<file path="config.mk">
export PLATFORM = sky130hd
export DESIGN_NAME = pkt_stamp_logger
export DESIGN_NICKNAME = d
export VERILOG_FILES = /design/src/rtl/pkt_stamp_pkg.sv /design/src/rtl/stream_block_counter.sv /design/src/rtl/stamp_arbiter.sv /design/src/rtl/record_fifo.sv /design/src/rtl/pkt_stamp_logger.sv
export SDC_FILE = /design/constraint.sdc
export NUM_CORES = 1
export LEC_CHECK = 0
export ABC_AREA = 1
export BUFFER_PORTS_ARGS = -buffer_cell sky130_fd_sc_hd__buf_2
export CORE_ASPECT_RATIO = 0.5
export CORE_MARGIN = 1.5
export CORE_UTILIZATION = 45
export DETAILED_ROUTE_END_ITERATION = 12
export PLACE_DENSITY = 0.62
export REMOVE_ABC_BUFFERS = 1
export SETUP_SLACK_MARGIN = 0.1
export SLEW_MARGIN = 40
export SYNTH_ARGS = -nofsm -noshare
export SYNTH_HDL_FRONTEND = slang
export SYNTH_SLANG_ARGS = --single-unit
</file>
<file path="constraint.sdc">
create_clock -name clk -period 13.45 [get_ports clk]
set_input_delay 2.69 -clock clk [delete_from_list [all_inputs] [get_ports clk]]
set_output_delay 2.69 -clock clk [all_outputs]
set_load 0.02 [all_outputs]
</file>
<file path="src/rtl/pkt_stamp_pkg.sv">
package pkt_stamp_pkg;

  // Bytes delivered by one beat: set strobes, or none when the beat is not valid.
  function automatic int unsigned beat_bytes(input logic vld, input logic [63:0] strobes);
    return vld ? int'($countones(strobes)) : 0;
  endfunction

  // True when the running total reaches a block boundary.
  function automatic logic block_reached(input int unsigned fill, input int unsigned add,
                                         input int unsigned blk);
    return (fill + add) >= blk;
  endfunction

  // Running total after a beat, remainder carried past a boundary.
  function automatic int unsigned fill_after(input int unsigned fill, input int unsigned add,
                                             input int unsigned blk);
    return ((fill + add) >= blk) ? (fill + add - blk) : (fill + add);
  endfunction

endpackage

</file>
<file path="src/rtl/stream_block_counter.sv">
module stream_block_counter #(
  parameter int BEAT_BYTES  = 8,
  parameter int BLOCK_BYTES = 1024
) (
  input  logic                  clk,
  input  logic                  rst_n,
  input  logic                  beat_valid,
  input  logic [BEAT_BYTES-1:0] beat_keep,
  output logic                  block_done
);
  import pkt_stamp_pkg::*;
  localparam int CNT_W = $clog2(BLOCK_BYTES);

  logic [CNT_W-1:0] fill_q;
  int unsigned      add_c;
  int unsigned      next_c;

  always_comb begin
    add_c      = beat_bytes(beat_valid, 64'(beat_keep));
    block_done = block_reached(32'(fill_q), add_c, BLOCK_BYTES);
    next_c     = fill_after(32'(fill_q), add_c, BLOCK_BYTES);
  end

  always_ff @(posedge clk) begin
    if (!rst_n) fill_q <= '0;
    else        fill_q <= CNT_W'(next_c);
  end

  // an event only ever comes from an accepted beat
  fire_needs_beat_chk: assert property (@(posedge clk) disable iff (!rst_n)
    block_done |-> beat_valid);
  // a beat smaller than a block cannot complete two blocks back to back
  fire_spacing_chk: assert property (@(posedge clk) disable iff (!rst_n)
    block_done |=> !block_done || (BEAT_BYTES * 2 > BLOCK_BYTES));

endmodule

</file>
<file path="src/rtl/stamp_arbiter.sv">
module stamp_arbiter #(
  parameter int NS   = 6,
  parameter int ID_W = 3,
  parameter int TS_W = 29
) (
  input  logic            clk,
  input  logic            rst_n,
  input  logic [NS-1:0]   fire,
  input  logic [TS_W-1:0] ts_now,
  output logic            wr_en,
  output logic [ID_W-1:0] wr_id,
  output logic [TS_W-1:0] wr_ts,
  output logic            pend_drop
);
  logic [NS-1:0]   pend_v;
  logic [TS_W-1:0] pend_ts [NS];
  logic [NS-1:0]   grant;

  always_comb begin
    grant = '0;
    for (int i = NS - 1; i >= 0; i--) begin
      if (pend_v[i]) begin
        grant    = '0;
        grant[i] = 1'b1;
      end
    end
    wr_en = |pend_v;
    wr_id = '0;
    wr_ts = '0;
    for (int i = 0; i < NS; i++) begin
      if (grant[i]) wr_id = ID_W'(i);
      wr_ts = wr_ts | (pend_ts[i] & {TS_W{grant[i]}});
    end
    pend_drop = |(fire & pend_v & ~grant);
  end

  always_ff @(posedge clk) begin
    if (!rst_n) begin
      pend_v <= '0;
      for (int i = 0; i < NS; i++) pend_ts[i] <= '0;
    end else begin
      for (int i = 0; i < NS; i++) begin
        if (fire[i] && !(pend_v[i] && !grant[i])) begin
          pend_v[i]  <= 1'b1;
          pend_ts[i] <= ts_now;
        end else if (grant[i]) begin
          pend_v[i] <= 1'b0;
        end
      end
    end
  end

  // exactly one stream is served whenever a record is written
  grant_onehot_chk: assert property (@(posedge clk) disable iff (!rst_n)
    wr_en |-> $onehot(grant));
  // a served stream's pending slot empties unless refilled the same cycle
  grant_clears_chk: assert property (@(posedge clk) disable iff (!rst_n)
    (wr_en && !(|(fire & grant))) |=> $countones(pend_v) < $countones($past(pend_v)) + $countones($past(fire)));

endmodule

</file>
<file path="src/rtl/record_fifo.sv">
module record_fifo #(
  parameter int W     = 32,
  parameter int DEPTH = 16
) (
  input  logic         clk,
  input  logic         rst_n,
  input  logic         push,
  input  logic [W-1:0] push_data,
  output logic         full,
  output logic         out_valid,
  output logic [W-1:0] out_data,
  input  logic         out_ready
);
  localparam int AW = $clog2(DEPTH);

  logic [W-1:0] mem [DEPTH];
  logic [AW-1:0] wr_ptr, rd_ptr;
  logic [AW:0]   count;
  logic          do_push, do_pop;

  always_comb begin
    full      = (count == (AW+1)'(DEPTH));
    out_valid = (count != '0);
    out_data  = mem[rd_ptr];
    do_push   = push && !full;
    do_pop    = out_valid && out_ready;
  end

  always_ff @(posedge clk) begin
    if (!rst_n) begin
      wr_ptr <= '0;
      rd_ptr <= '0;
      count  <= '0;
    end else begin
      if (do_push) wr_ptr <= wr_ptr + 1'b1;
      if (do_pop)  rd_ptr <= rd_ptr + 1'b1;
      count <= count + (AW+1)'(do_push) - (AW+1)'(do_pop);
    end
  end

  always_ff @(posedge clk) begin
    if (do_push) mem[wr_ptr] <= push_data;
  end

  // occupancy never passes the depth
  fifo_count_chk: assert property (@(posedge clk) disable iff (!rst_n)
    count <= (AW+1)'(DEPTH));
  // an accepted write is visible on the output side next cycle
  fifo_push_vis_chk: assert property (@(posedge clk) disable iff (!rst_n)
    do_push |=> out_valid);

endmodule

</file>
<file path="src/rtl/pkt_stamp_logger.sv">
module pkt_stamp_logger #(
  parameter int N_STREAMS   = 6,
  parameter int BEAT_BYTES  = 8,
  parameter int BLOCK_BYTES = 1024,
  parameter int REC_W       = 32,
  parameter int FIFO_DEPTH  = 16
) (
  input  logic                            clk,
  input  logic                            rst_n,
  input  logic [N_STREAMS-1:0]            s_valid,
  input  logic [N_STREAMS*BEAT_BYTES-1:0] s_keep,
  output logic [N_STREAMS-1:0]            s_ready,
  output logic                            rec_valid,
  output logic [REC_W-1:0]                rec_data,
  input  logic                            rec_ready,
  output logic                            overflow
);
  localparam int ID_W = $clog2(N_STREAMS);
  localparam int TS_W = REC_W - ID_W;

  logic [TS_W-1:0]      ts;
  logic [N_STREAMS-1:0] fire;
  logic                 wr_en;
  logic [ID_W-1:0]      wr_id;
  logic [TS_W-1:0]      wr_ts;
  logic                 pend_drop;
  logic                 fifo_full;
  logic                 rec_drop;

  assign s_ready = '1;

  always_ff @(posedge clk) begin
    if (!rst_n) ts <= '0;
    else        ts <= ts + 1'b1;
  end

  for (genvar g = 0; g < N_STREAMS; g++) begin : g_lane
    stream_block_counter #(
      .BEAT_BYTES (BEAT_BYTES),
      .BLOCK_BYTES(BLOCK_BYTES)
    ) u_cnt (
      .clk       (clk),
      .rst_n     (rst_n),
      .beat_valid(s_valid[g]),
      .beat_keep (s_keep[g*BEAT_BYTES +: BEAT_BYTES]),
      .block_done(fire[g])
    );
  end

  stamp_arbiter #(
    .NS  (N_STREAMS),
    .ID_W(ID_W),
    .TS_W(TS_W)
  ) u_arb (
    .clk      (clk),
    .rst_n    (rst_n),
    .fire     (fire),
    .ts_now   (ts),
    .wr_en    (wr_en),
    .wr_id    (wr_id),
    .wr_ts    (wr_ts),
    .pend_drop(pend_drop)
  );

  record_fifo #(
    .W    (REC_W),
    .DEPTH(FIFO_DEPTH)
  ) u_fifo (
    .clk      (clk),
    .rst_n    (rst_n),
    .push     (wr_en),
    .push_data({wr_id, wr_ts}),
    .full     (fifo_full),
    .out_valid(rec_valid),
    .out_data (rec_data),
    .out_ready(rec_ready)
  );

  assign rec_drop = (wr_en && fifo_full) || pend_drop;

  always_ff @(posedge clk) begin
    if (!rst_n)        overflow <= 1'b0;
    else if (rec_drop) overflow <= 1'b1;
  end


  ready_const_chk: assert property (@(posedge clk) s_ready == '1);

  ts_step_chk: assert property (@(posedge clk) disable iff (!rst_n)
    rst_n |=> ts == TS_W'($past(ts) + 1'b1));

  ovf_sticky_chk: assert property (@(posedge clk) disable iff (!rst_n)
    $past(overflow) |-> overflow);

  ovf_cause_chk: assert property (@(posedge clk) disable iff (!rst_n)
    $rose(overflow) |-> $past(rec_drop));

  rec_hold_chk: assert property (@(posedge clk) disable iff (!rst_n)
    (rec_valid && !rec_ready) |=> (rec_valid && $stable(rec_data)));

endmodule

</file>
Word level (Yosys, flattened, before mapping)
Memories as Yosys holds them, arrays and structs flattened. A register that Yosys moved wholly into a read port is not among the register bits.
Index checks and enable logic that the tools add are counted.
W data, S select, Z words.
- input bits: 57
- RAM bits: 686
- output and inout bits: 40
- logic and storage cells: 207
- memories kept: 2
- memory bits (read-only): 0
- flip-flop bits (word level): 109
- latch bits: 0
- shifts and indexed selects: 0
- reduce and logical (&&, ||, !) cells: 38
- add/subtract/negate cells: 59
- $lt $le $gt $ge: 6
- eq/ne operators: 1
- divide/modulo/power cells: 0
- bitwise logic cells: 20
- multiplexer cells: 64
- multipliers: 0
- memory list (memory ; words ; width ; read ports ; clocked after memory_dff ; write ports ; line ; source):
    u_fifo.mem ; 16 ; 32 ; 1 ; 1 ; 1 ; record_fifo.sv:16 ; logic [W-1:0] mem [DEPTH];
    u_arb.pend_ts ; 6 ; 29 ; 6 ; 0 ; 6 ; stamp_arbiter.sv:16 ; logic [TS_W-1:0] pend_ts [NS];
- operators by type and width (kind ; number):
    $add A32 B32 Y32 ; 18
    $add A10 B32 Y32 ; 6
    $ge A32 B11 Y1 const B ; 6
    $mux W32 ; 6
    $and A29 B29 Y29 ; 6
    $mux W29 ; 6
    $or A29 B29 Y29 ; 5
    $mux W10 ; 6
    $sub A10 B1 Y10 const B ; 6
    $add A1 B1 Y2 ; 24
    $mux W6 ; 6
    $mux W1 ; 34
    $add A29 B1 Y29 const B ; 1
    $logic_and A1 B1 Y1 ; 15
    $logic_not A1 Y1 ; 13
    $and A6 B6 Y6 ; 2
    $reduce_bool A2 Y1 ; 6
    $reduce_or A6 Y1 ; 2
    $add A4 B1 Y4 const B ; 2
    $mux W4 ; 2
    $mux W3 ; 2
    $not A6 Y6 ; 1
    $or A1 B1 Y1 ; 6
    $add A5 B1 Y5 ; 1
    other kinds (5) ; 6

Depth between registers and ports, before layout
Gate-level depths: netlist of run 1.
- depth in word-level cells: 14
- depth in mapped cells: 20
- mapped depth without buffers: 18

Hierarchy
From an unflattened synthesis of run 1, not the netlist that was laid out.
- cell total of the unflattened synthesis: 3860
- area, all modules: 37138.1 µm²
- modules (own cells, without submodules) (module ; cells each ; area an instance (µm²) ; sequential area each (µm²) ; times used):
    record_fifo ; 2198 ; 22918.2 ; 15715.1 ; 1
    stamp_arbiter ; 809 ; 8124.0 ; 5345.1 ; 1
    stream_block_counter ; 104 ; 754.5 ; 200.2 ; 6
    pkt_stamp_logger ; 229 ; 1569.0 ; 600.6 ; 1

Worst setup path before layout of run 1
OpenSTA, ideal clock, no wires.
- path type: input-to-reg
- start point: input s_keep[22]
- end point: memory u_arb.pend_ts[2][0] (enable)
- setup slack: 5445 ps
- setup time: 455 ps
- stages on the path: 16
- data required time: 12995 ps
- path buffers: 0
- arrival: 7550 ps
- cell sequence: ha_1 -> fa_1 -> inv_1 -> fa_1 -> inv_1 -> ha_1 -> fa_1 -> nand2_1 -> inv_1 -> ha_1 -> nand2_1 -> nor2_1 -> nand2_1 -> nand2_2 -> nand2_1 -> o21ai_0
- RTL lines (what ; line ; source):
    start, declared ; pkt_stamp_logger.sv:11 ; input logic [N_STREAMS*BEAT_BYTES-1:0] s_keep,
    end, declared ; stamp_arbiter.sv:16 ;

==> results of run 1 <==
==> where the power goes <==
group / switching, µW / internal [µW]
Sequential: 59.4 / 2720
Clock: 920 / 1260
Combinational: 615 / 286
==> sequential cells by signal, indices dropped and copies added (netlist names), named ones only <==
name	cells
u_arb.pend_ts	174
u_fifo.count	5
u_arb.pend_v	6
g_lane.u_cnt.fill_q	60
u_fifo.rd_ptr	4
u_fifo.wr_ptr	4
u_fifo.mem	512
ts	29
overflow	1
==> worst min-delay path by stage <==
stage               slack, ns                       from                         to
finish                   0.46                     ts[27]                     ts[27]
CTS                      0.46           u_fifo.rd_ptr[3]                  flip-flop
floorplan                0.44           u_fifo.rd_ptr[3]                  flip-flop
global placement         0.45  g_lane[1].u_cnt.fill_q[8]  g_lane[1].u_cnt.fill_q[8]
detailed placement       0.45           u_fifo.rd_ptr[3]                  flip-flop
global route             0.50                     ts[28]                     ts[28]
==> layer usage <==
metal / GRT usage / wire (µm)
met4: 0.0502 / 1590
met5: 0 / 0
met3: 0.0289 / 5060
met2: 0.336 / 37500
met1: 0.303 / 37000
==> cell usage in the layout (no fill, tap or decap), types with 3 or more instances in the layout <==
cell type  count
xor2_1         4
nor2_4        18
a21oi_1       90
dfxtp_4        3
fa_1          31
clkinv_2      16
diode_2        5
nor2_2        18
clkbuf_16     76
nand4_1       26
nor3_1        22
o21ai_0      308
o21a_1         7
o211ai_1      42
edfxtp_1     686
nor2_1       559
clkbuf_1       7
inv_2         11
o22ai_1       20
buf_2         90
clkinv_1      26
nand3_1      138
ha_1          72
a221oi_1      15
clkinv_8       3
buf_6          8
buf_4         37
nand2_1      373
o221ai_1      88
inv_1        196
conb_1         6
bufinv_16     11
dfxtp_1      109
o21ai_2        4
nand2_2        5
==> worst max-delay path, stage by stage, from the launching register on <==
cell and delay (ns):
dfxtp_4 0.54, inv_6 0.44, buf_6 0.65, buf_6 0.67, o21ai_0 0.18, o221ai_1 0.23, nand3_1 0.13, nand2_1 0.16
buf_2 0.19
==> cell type report <==
cell class,instances,area share
diodes,5,0.000327
clock buffers,85,0.0511
clock inverters,50,0.0145
inverters,217,0.0215
multi-input cells,1863,0.260
flip-flops and latches,799,0.598
well taps,1022,0.0334
repair buffers,135,0.0214
==> logic make-up (layout without fill, tap and decap cells) <==
logic type / count (synthesis) / count (layout) / synth area share
AND/OR/NAND/NOR: 1165 / 1165 / 0.138
adder cells (fa/ha/maj): 103 / 103 / 0.0445
flip-flops: 799 / 799 / 0.669
AO/OA/AOI/OAI: 583 / 583 / 0.102
buffers and inverters: 377 / 487 / 0.0451
other: 1 / 11 / 0.000110
XOR/XNOR: 6 / 6 / 0.00154
==> stage by stage <==
step           area, µm²  cells   util
2_1_floorplan      33500   2879      -
3_3_place_gp       35700   4033  0.475
3_5_place_dp       35700   4033  0.475
4_1_cts            38200   4168  0.508
5_1_grt            38300   4171  0.509
6_report           38300   4176  0.509
==> impl_metrics.csv, run 1 <==
group,metric,value,unit
die,num_rows,71,
clocking,ctsResizeCount,0,
global_route,grt_overflow,0,
worst_setup_path,path_max_fanout,100,
worst_setup_path,critPathLaunchType,"flip-flop",
finish,regArea,22900,µm²
power,powerDensity,153,nW/µm²
detailed_routing,drtIter0Drc,2294,
worst_setup_path,cp_data_required_time,10.76,ns
clocking,hold_buffers,0,
timing,skew,0.0233,ns
global_route,grt_pass1_vias,21700,
clocking,h-tree-depth,3,
timing,rsz0062_at_grt,"false",
finish,fill_cells,6587,
yosys,synth_edf_count,686,
yosys,ys_seq_area_frac,0.669,
timing,max_freq,150,MHz
yosys,synth_top_area_cell,"edfxtp_1",
place,pre_cts_ws,6.50,ns
clocking,clock-sinks,799,
clocking,cts_buffers,74,
die,fp.coreArea,75200,µm²
timing,whs,0.462,ns
place,dp_hpwl,44.4,mm
timing,setup_violations,0,
yosys,syn_area,34200,µm²
yosys,synthArstFlopShare,0,
hold_path,min_path_cells,2,
status,violations,"antenna rules",
clocking,cts-root-buf,"clkbuf_16",
global_route,grt_start_max_net_pins,104,
worst_setup_path,worstSetupPathType,"flip-flop to primary output",
status,status,"finished, violations left",
die,io_pins,97,
timing,maxSlewViolCount,0,
power,vdd_ir_drop_max,0.0924,mV
worst_setup_path,timing.rr.start,"u_arb.pend_v[2]",
die,die_area,77700,µm²
hold_path,min_path_type,"flip-flop to flip-flop",
clocking,insertion_delay,0.63,ns
clocking,cts_tree,"built",
yosys,syn_inst,3034,
yosys,yosysMostFrequentCell,"edfxtp_1",
finish,layout-drive-gt1-share,0.0991,
worst_setup_path,reg2reg_depth,7,
yosys,synth_top_flop_cell,"edfxtp_1",
clocking,clock_path_buffers,3,
finish,area_growth,11.9,%
worst_setup_path,critPathCapture,"rec_data[9]",
detailed_routing,avgViaCountPerCell,5.40,
flow_run,max-cap-violations,0,
worst_setup_path,endpoint_kind,"primary output",
detailed_routing,routed_wl,81.1,mm
timing,max_slew_margin,0.413,
power,leakage,0.0130,µW
yosys,synthTopCellsByArea,"edfxtp_1 60%, dfxtp_1 6.6%, nor2_1 6.3%",
timing,tightest_slew,0.878,ns
die,die_h,198,µm
yosys,synth_common_cells,"686 x edfxtp_1, 578 x nor2_1, 374 x nand2_1, 312 x o21ai_0, 198 x inv_1",
detailed_routing,ant_nets,1,
yosys,synthDistinctLibCells,43,
global_route,grtUsageTotal,0.210,
detailed_routing,drcViolationCount,0,
detailed_routing,vias,22600,
yosys,yosys_register_bits,799,
power,finalPower,5870,µW
timing,fin_crit_sh,0.495,
detailed_routing,firstDrtPassIters,5,
clocking,cts.reportedPaths.clkPinSlew,0.06,ns
finish,final_nets,3250,
timing,finalHoldViolCount,0,
global_route,grt_pass1_wl,125,mm
worst_setup_path,worstPathArrival,3.97,ns
finish,multi_input_area,9950,µm²
yosys,avgSynthCellArea,11.3,µm²
global_route,antenna_found_initial,0,
timing,fin_crit,6.66,ns
timing,worst_slack,6.79,ns
yosys,ys_warn_count,0,
yosys,synth.top_cell.area_share,0.603,
place,numPortBuffers,90,
timing,setup_tns,0,ns
die,start_util,0.455,
worst_setup_path,reg2reg_slack,10.18,ns
worst_setup_path,worst_r2r_endpoint,"u_fifo.mem[15][15]",
place,gp_congestion,0.815,
die,die_w,393,µm
detailed_routing,routedWlPerCell,19.4,µm
clocking,cts_setup_buffers,0,
Note: power is estimated with default switching activity, not from simulation.
==> run 2: changes to the inputs <==
- clock period: 13.45 -> 6.84 ns (I/O delays scaled with it)
==> impl_metrics.csv, run 2 (synthesis results as in run 1) <==
group,metric,value,unit
die,start_util,0.455,
worst_setup_path,max_stage_delay,0.63,ns
finish,regMostFlops,"u_fifo.mem",
timing,worst_slack,1.81,ns
timing,maxSlewViolCount,0,
worst_setup_path,crit_buf_inv,5,
flow_run,max-cap-violations,0,
worst_setup_path,slowest_stage,"nand3_2",
timing,setup_tns,0,ns
detailed_routing,routedWlPerCell,19.7,µm
finish,regArea,22900,µm²
die,die_area,77700,µm²
power,powerDensity,295,nW/µm²
detailed_routing,vias,22700,
timing,fin_crit,5.03,ns
finish,fill_cells,6603,
place,numPortBuffers,90,
worst_setup_path,crit_chain,"buf_2, ha_1, inv_1, fa_1, fa_1, inv_1, ha_1, fa_1, nand2_1, inv_1, ha_1, nand2_1, nor2_1, nand2_1, nand2_2, inv_2, nor3_4, nand3_2, nor2_1",
status,status,"finished, final reports clean",
worst_setup_path,reg2reg_depth,7,
clocking,cts.reportedPaths.clkPinSlew,0.06,ns
finish,area_growth,11.8,%
global_route,grtUsageTotal,0.212,
clocking,h-tree-depth,3,
finish,final_cell_mix,"686 x edfxtp_1, 559 x nor2_1, 372 x nand2_1, 308 x o21ai_0, 196 x inv_1",
timing,fin_crit_sh,0.736,
worst_setup_path,worst-path-stages,19,
timing,setup_violations,0,
worst_setup_path,crit_family,"adder cells",
die,num_rows,71,
finish,largest_reg_flops,512,
timing,whs,0.457,ns
clocking,ctsResizeCount,0,
die,io_pins,97,
place,dp_hpwl,46.2,mm
die,die_h,198,µm
detailed_routing,routed_wl,82.1,mm
timing,max_freq,199,MHz
detailed_routing,ant_nets,0,
detailed_routing,avgViaCountPerCell,5.44,
worst_setup_path,worstSetupPathType,"input port to flip-flop",
timing,tightest_slew,0.900,ns
clocking,cts-root-buf,"clkbuf_16",
power,vdd_ir_drop_max,0.175,mV
finish,multi_input_area,9950,µm²
global_route,antenna_found_initial,0,
timing,finalHoldViolCount,0,
hold_path,min_path_type,"flip-flop to flip-flop",
finish,layout-drive-gt1-share,0.0993,
global_route,grt_pass1_vias,22000,
clocking,hold_buffers,0,
finish,final_nets,3256,
detailed_routing,drtIter0Drc,2222,
place,dp_cells,4035,
clocking,clock-sinks,799,
detailed_routing,drcViolationCount,0,
hold_path,min_path_cells,2,
clocking,cts_tree,"built",
global_route,grt_pass1_wl,126,mm
finish,diodes,0,
worst_setup_path,worstPathArrival,5.47,ns
finish,layout_commonest_cell,"edfxtp_1",
global_route,grt_start_max_net_pins,146,
finish,reg.largest.list,"u_fifo.mem x512, u_arb.pend_ts x174, g_lane.u_cnt.fill_q x60",
place,pre_cts_ws,1.17,ns
finish,final_cells,4173,
power,leakage,0.0130,µW
clocking,cts_buffers,74,
place,gp_congestion,0.839,
worst_setup_path,endpoint_kind,"flip-flop",
clocking,cts_setup_buffers,0,
clocking,insertion_delay,0.64,ns
timing,rsz0062_at_grt,"false",
worst_setup_path,cp_data_required_time,7.28,ns
die,fp.coreArea,75200,µm²
clocking,clock_path_buffers,3,
timing,skew,0.0272,ns
global_route,grt_overflow,0,
die,die_w,393,µm
detailed_routing,firstDrtPassIters,5,
worst_setup_path,path_max_fanout,29,
worst_setup_path,reg2reg_slack,3.70,ns
timing,max_slew_margin,0.398,
worst_setup_path,critPathLaunchType,"input port",
run 2: changes by cell type in the layout (fill, tap and decap cells not counted), sizes merged, moves of 3 or more:
cell,previous run,this run
buf,135,141
bufinv,11,3
clkbuf,85,96
clkinv,45,37
clkinvlp,0,3
diode,5,0
run 2: final cells by class:
| type | count | area share |
|---|---|---|
| clock inverter | 35 | 0.00786 |
| multi-input combinational | 1863 | 0.260 |
| timing repair buffer | 141 | 0.0255 |
| tap | 1022 | 0.0335 |
| clock buffer | 96 | 0.0525 |
| sequential | 799 | 0.599 |
| inverter | 217 | 0.0215 |
run 2: final timing paths:
kind,from,to
worst min register to register,ts[28],ts[28]
worst min-delay path,ts[28],ts[28]
worst max register to register,u_arb.pend_v[2],u_fifo.mem[15][15]
worst max-delay path,s_keep[38],u_arb.pend_ts[4][5]
run 2: through the flow:
stage           util  cell area, µm²  power [µW]
3_5_place_dp   0.476           35800        7370
5_1_grt        0.508           38200       11800
3_3_place_gp   0.475           35700        7310
4_1_cts        0.507           38100       11400
2_1_floorplan      -           33500        6790
6_report       0.508           38200       11300
run 2: report_power, final:
| group | internal [µW] | switching (µW) | total (µW) |
|---|---|---|---|
| logic | 577 | 1230 | 1810 |
| registers | 5360 | 105 | 5460 |
| clock network | 2200 | 1820 | 4020 |
run 2: tightest hold or removal path: cells and delay by family (launching register included):
family | cells | cell delay [ns]
compound gates | 1 | 0.05
simple gates | 1 | 0.06
flops | 1 | 0.31
run 2: per-layer routing:
layer,wire [µm],part of all wire,vias up,GRT usage
met3,5720,0.070,130,0.0343
met1,37300,0.45,11100,0.300
met4,1960,0.024,0,0.0632
met2,37200,0.45,705,0.339
li1,-,-,10800,-
met5,0,0,-,0
==> run 3: changes to the inputs <==
- PLACE_DENSITY: 0.62 -> 0.64
- clock period: 6.84 -> 4.2 ns (I/O delays scaled with it)
==> impl_metrics.csv, run 3 (synthesis results as in run 1) <==
group,metric,value,unit
detailed_routing,firstDrtPassIters,5,
finish,area_growth,13.4,%
die,num_rows,71,
timing,rsz0062_at_grt,"false",
worst_setup_path,startpoint,"s_keep[38]",
clocking,clock-sinks,799,
flow_run,max-cap-violations,0,
detailed_routing,routedWlPerCell,19.2,µm
timing,whs,0.467,ns
timing,skew,0.0321,ns
die,fp.coreArea,75200,µm²
power,finalPower,18500,µW
worst_setup_path,endpoint_kind,"flip-flop",
clocking,cts_tree,"built",
finish,largest_reg_flops,512,
timing,setup_tns,0,ns
worst_setup_path,crit_buf_inv,6,
finish,fill_cells,6487,
timing,finalHoldViolCount,0,
die,start_util,0.455,
detailed_routing,drcViolationCount,0,
worst_setup_path,critPathLaunchType,"input port",
clocking,clock_path_buffers,3,
finish,diodes,0,
finish,layout-drive-gt1-share,0.111,
clocking,h-tree-depth,3,
timing,tightest_slew,0.865,ns
global_route,antenna_found_initial,0,
hold_path,min_path_type,"flip-flop to flip-flop",
worst_setup_path,timing.rr.start,"u_arb.pend_v[1]",
clocking,cts-root-buf,"clkbuf_16",
die,io_pins,97,
timing,fin_crit_sh,0.928,
timing,max_freq,256,MHz
clocking,cts_buffers,73,
detailed_routing,avgViaCountPerCell,5.41,
die,die_area,77700,µm²
die,die_w,393,µm
worst_setup_path,reg2reg_depth,5,
worst_setup_path,cp_data_required_time,4.53,ns
timing,setup_violations,0,
place,dp_hpwl,46.7,mm
timing,maxSlewViolCount,0,
global_route,grt_start_max_net_pins,147,
hold_path,worstHoldStart,"ts[28]",
finish,layout_commonest_cell,"edfxtp_1",
timing,fin_crit,3.90,ns
detailed_routing,drtIter0Drc,2119,
finish,design_area,38800,µm²
finish,regMostFlops,"u_fifo.mem",
power,powerDensity,477,nW/µm²
global_route,grtUsageTotal,0.207,
hold_path,hold_path_end,"ts[28]",
finish,multi_input_area,10000,µm²
finish,regArea,22900,µm²
global_route,grt_pass1_wl,124,mm
place,numPortBuffers,90,
die,die_h,198,µm
global_route,grt_overflow,0,
finish,final_nets,3293,
worst_setup_path,slowest_stage,"fa_1",
place,gp_congestion,0.840,
worst_setup_path,crit_chain,"buf_2, ha_1, inv_1, fa_2, fa_1, inv_1, ha_1, fa_1, nand2_1, inv_1, ha_4, nand2_1, nor2_1, nand2_1, nand2_2, inv_2, nor3_4, nand2_2, nand2_4, clkbuf_16",
detailed_routing,routed_wl,80.7,mm
worst_setup_path,worstSetupPathType,"input port to flip-flop",
worst_setup_path,max_stage_delay,0.51,ns
detailed_routing,vias,22800,
timing,max_slew_margin,0.422,
worst_setup_path,path_max_fanout,7,
worst_setup_path,worstPathArrival,4.23,ns
clocking,cts.reportedPaths.clkPinSlew,0.06,ns
power,vdd_ir_drop_max,0.370,mV
place,placed_area,36400,µm²
worst_setup_path,reg2reg_slack,1.33,ns
clocking,insertion_delay,0.64,ns
worst_setup_path,worst_r2r_endpoint,"u_fifo.mem[14][28]",
detailed_routing,ant_nets,0,
clocking,cts_setup_buffers,0,
global_route,grt_pass1_vias,21800,
status,status,"finished, final reports clean",
finish,final_cell_mix,"686 x edfxtp_1, 558 x nor2_1, 372 x nand2_1, 308 x o21ai_0, 197 x inv_1",
finish,reg.largest.list,"u_fifo.mem x512, u_arb.pend_ts x174, g_lane.u_cnt.fill_q x60",
clocking,hold_buffers,0,
worst_setup_path,crit_family,"adder cells",
hold_path,min_path_cells,2,
power,leakage,0.0133,µW
[run 3: cell count changes in the layout (fill, tap and decap cells not counted), moves of 2 or more]
cell,change
buf_12,+22
buf_16,-3
buf_4,+18
clkbuf_1,+5
clkinv_1,-2
ha_1,-3
ha_4,+3
[run 3: worst register-to-register path: cells and delay by family (launching register included)]
kind | cells | cell delay [ns]
AND/OR/NAND/NOR | 5 | 2.19
flip-flops | 1 | 0.33
[run 3: final cells by class]
class / instances / area share
clock buffers: 100 / 0.0516
inverters: 217 / 0.0212
multi-input cells: 1863 / 0.258
clock inverters: 34 / 0.00765
repair buffers: 179 / 0.0388
flip-flops and latches: 799 / 0.590
well taps: 1022 / 0.0330
[run 3: repair_timing]
action	in CTS	in global routing
endpoints found under the setup margin	0	39
gates resized for setup	0	8
endpoints found under the hold margin	0	0
[run 3: where the power goes]
part           internal [µW]  total (µW)  switching [µW]
sequential              8720        8840             118
combinational           1070        3150            2080
clock                   3560        6520            2950
total                  13400       18500            5150
[run 3: worst max-delay path by stage]
stage | end | slack [ns] | depth (start not counted)
5_1_grt | u_arb.pend_ts[4][0] | 0.07 | 20
2_1_floorplan | rec_data[10] | -4.70 | 7
3_5_place_dp | u_arb.pend_ts[0][20] | -0.36 | 18
6_report | u_arb.pend_ts[4][2] | 0.30 | 20
3_3_place_gp | u_arb.pend_ts[0][28] | -0.35 | 18
4_1_cts | u_arb.pend_ts[2][18] | 0.32 | 18
[run 3: metrics by stage]
stage,setup slack [ns],instances,utilization
finish,0.301,4214,0.516
global route,0.0708,4214,0.516
CTS,0.317,4210,0.514
detailed placement,-0.356,4076,0.484
global placement,-0.347,4073,0.483
floorplan,-4.70,2879,-
[run 3: metal layers]
metal | global-route usage | wire [µm] | share of wire | up-vias
li1 | - | - | - | 10900
met1 | 0.294 | 36200 | 0.45 | 11100
met2 | 0.332 | 37100 | 0.46 | 682
met3 | 0.0331 | 5620 | 0.070 | 119
met4 | 0.0551 | 1760 | 0.022 | 0
met5 | 0 | 0 | 0 | -
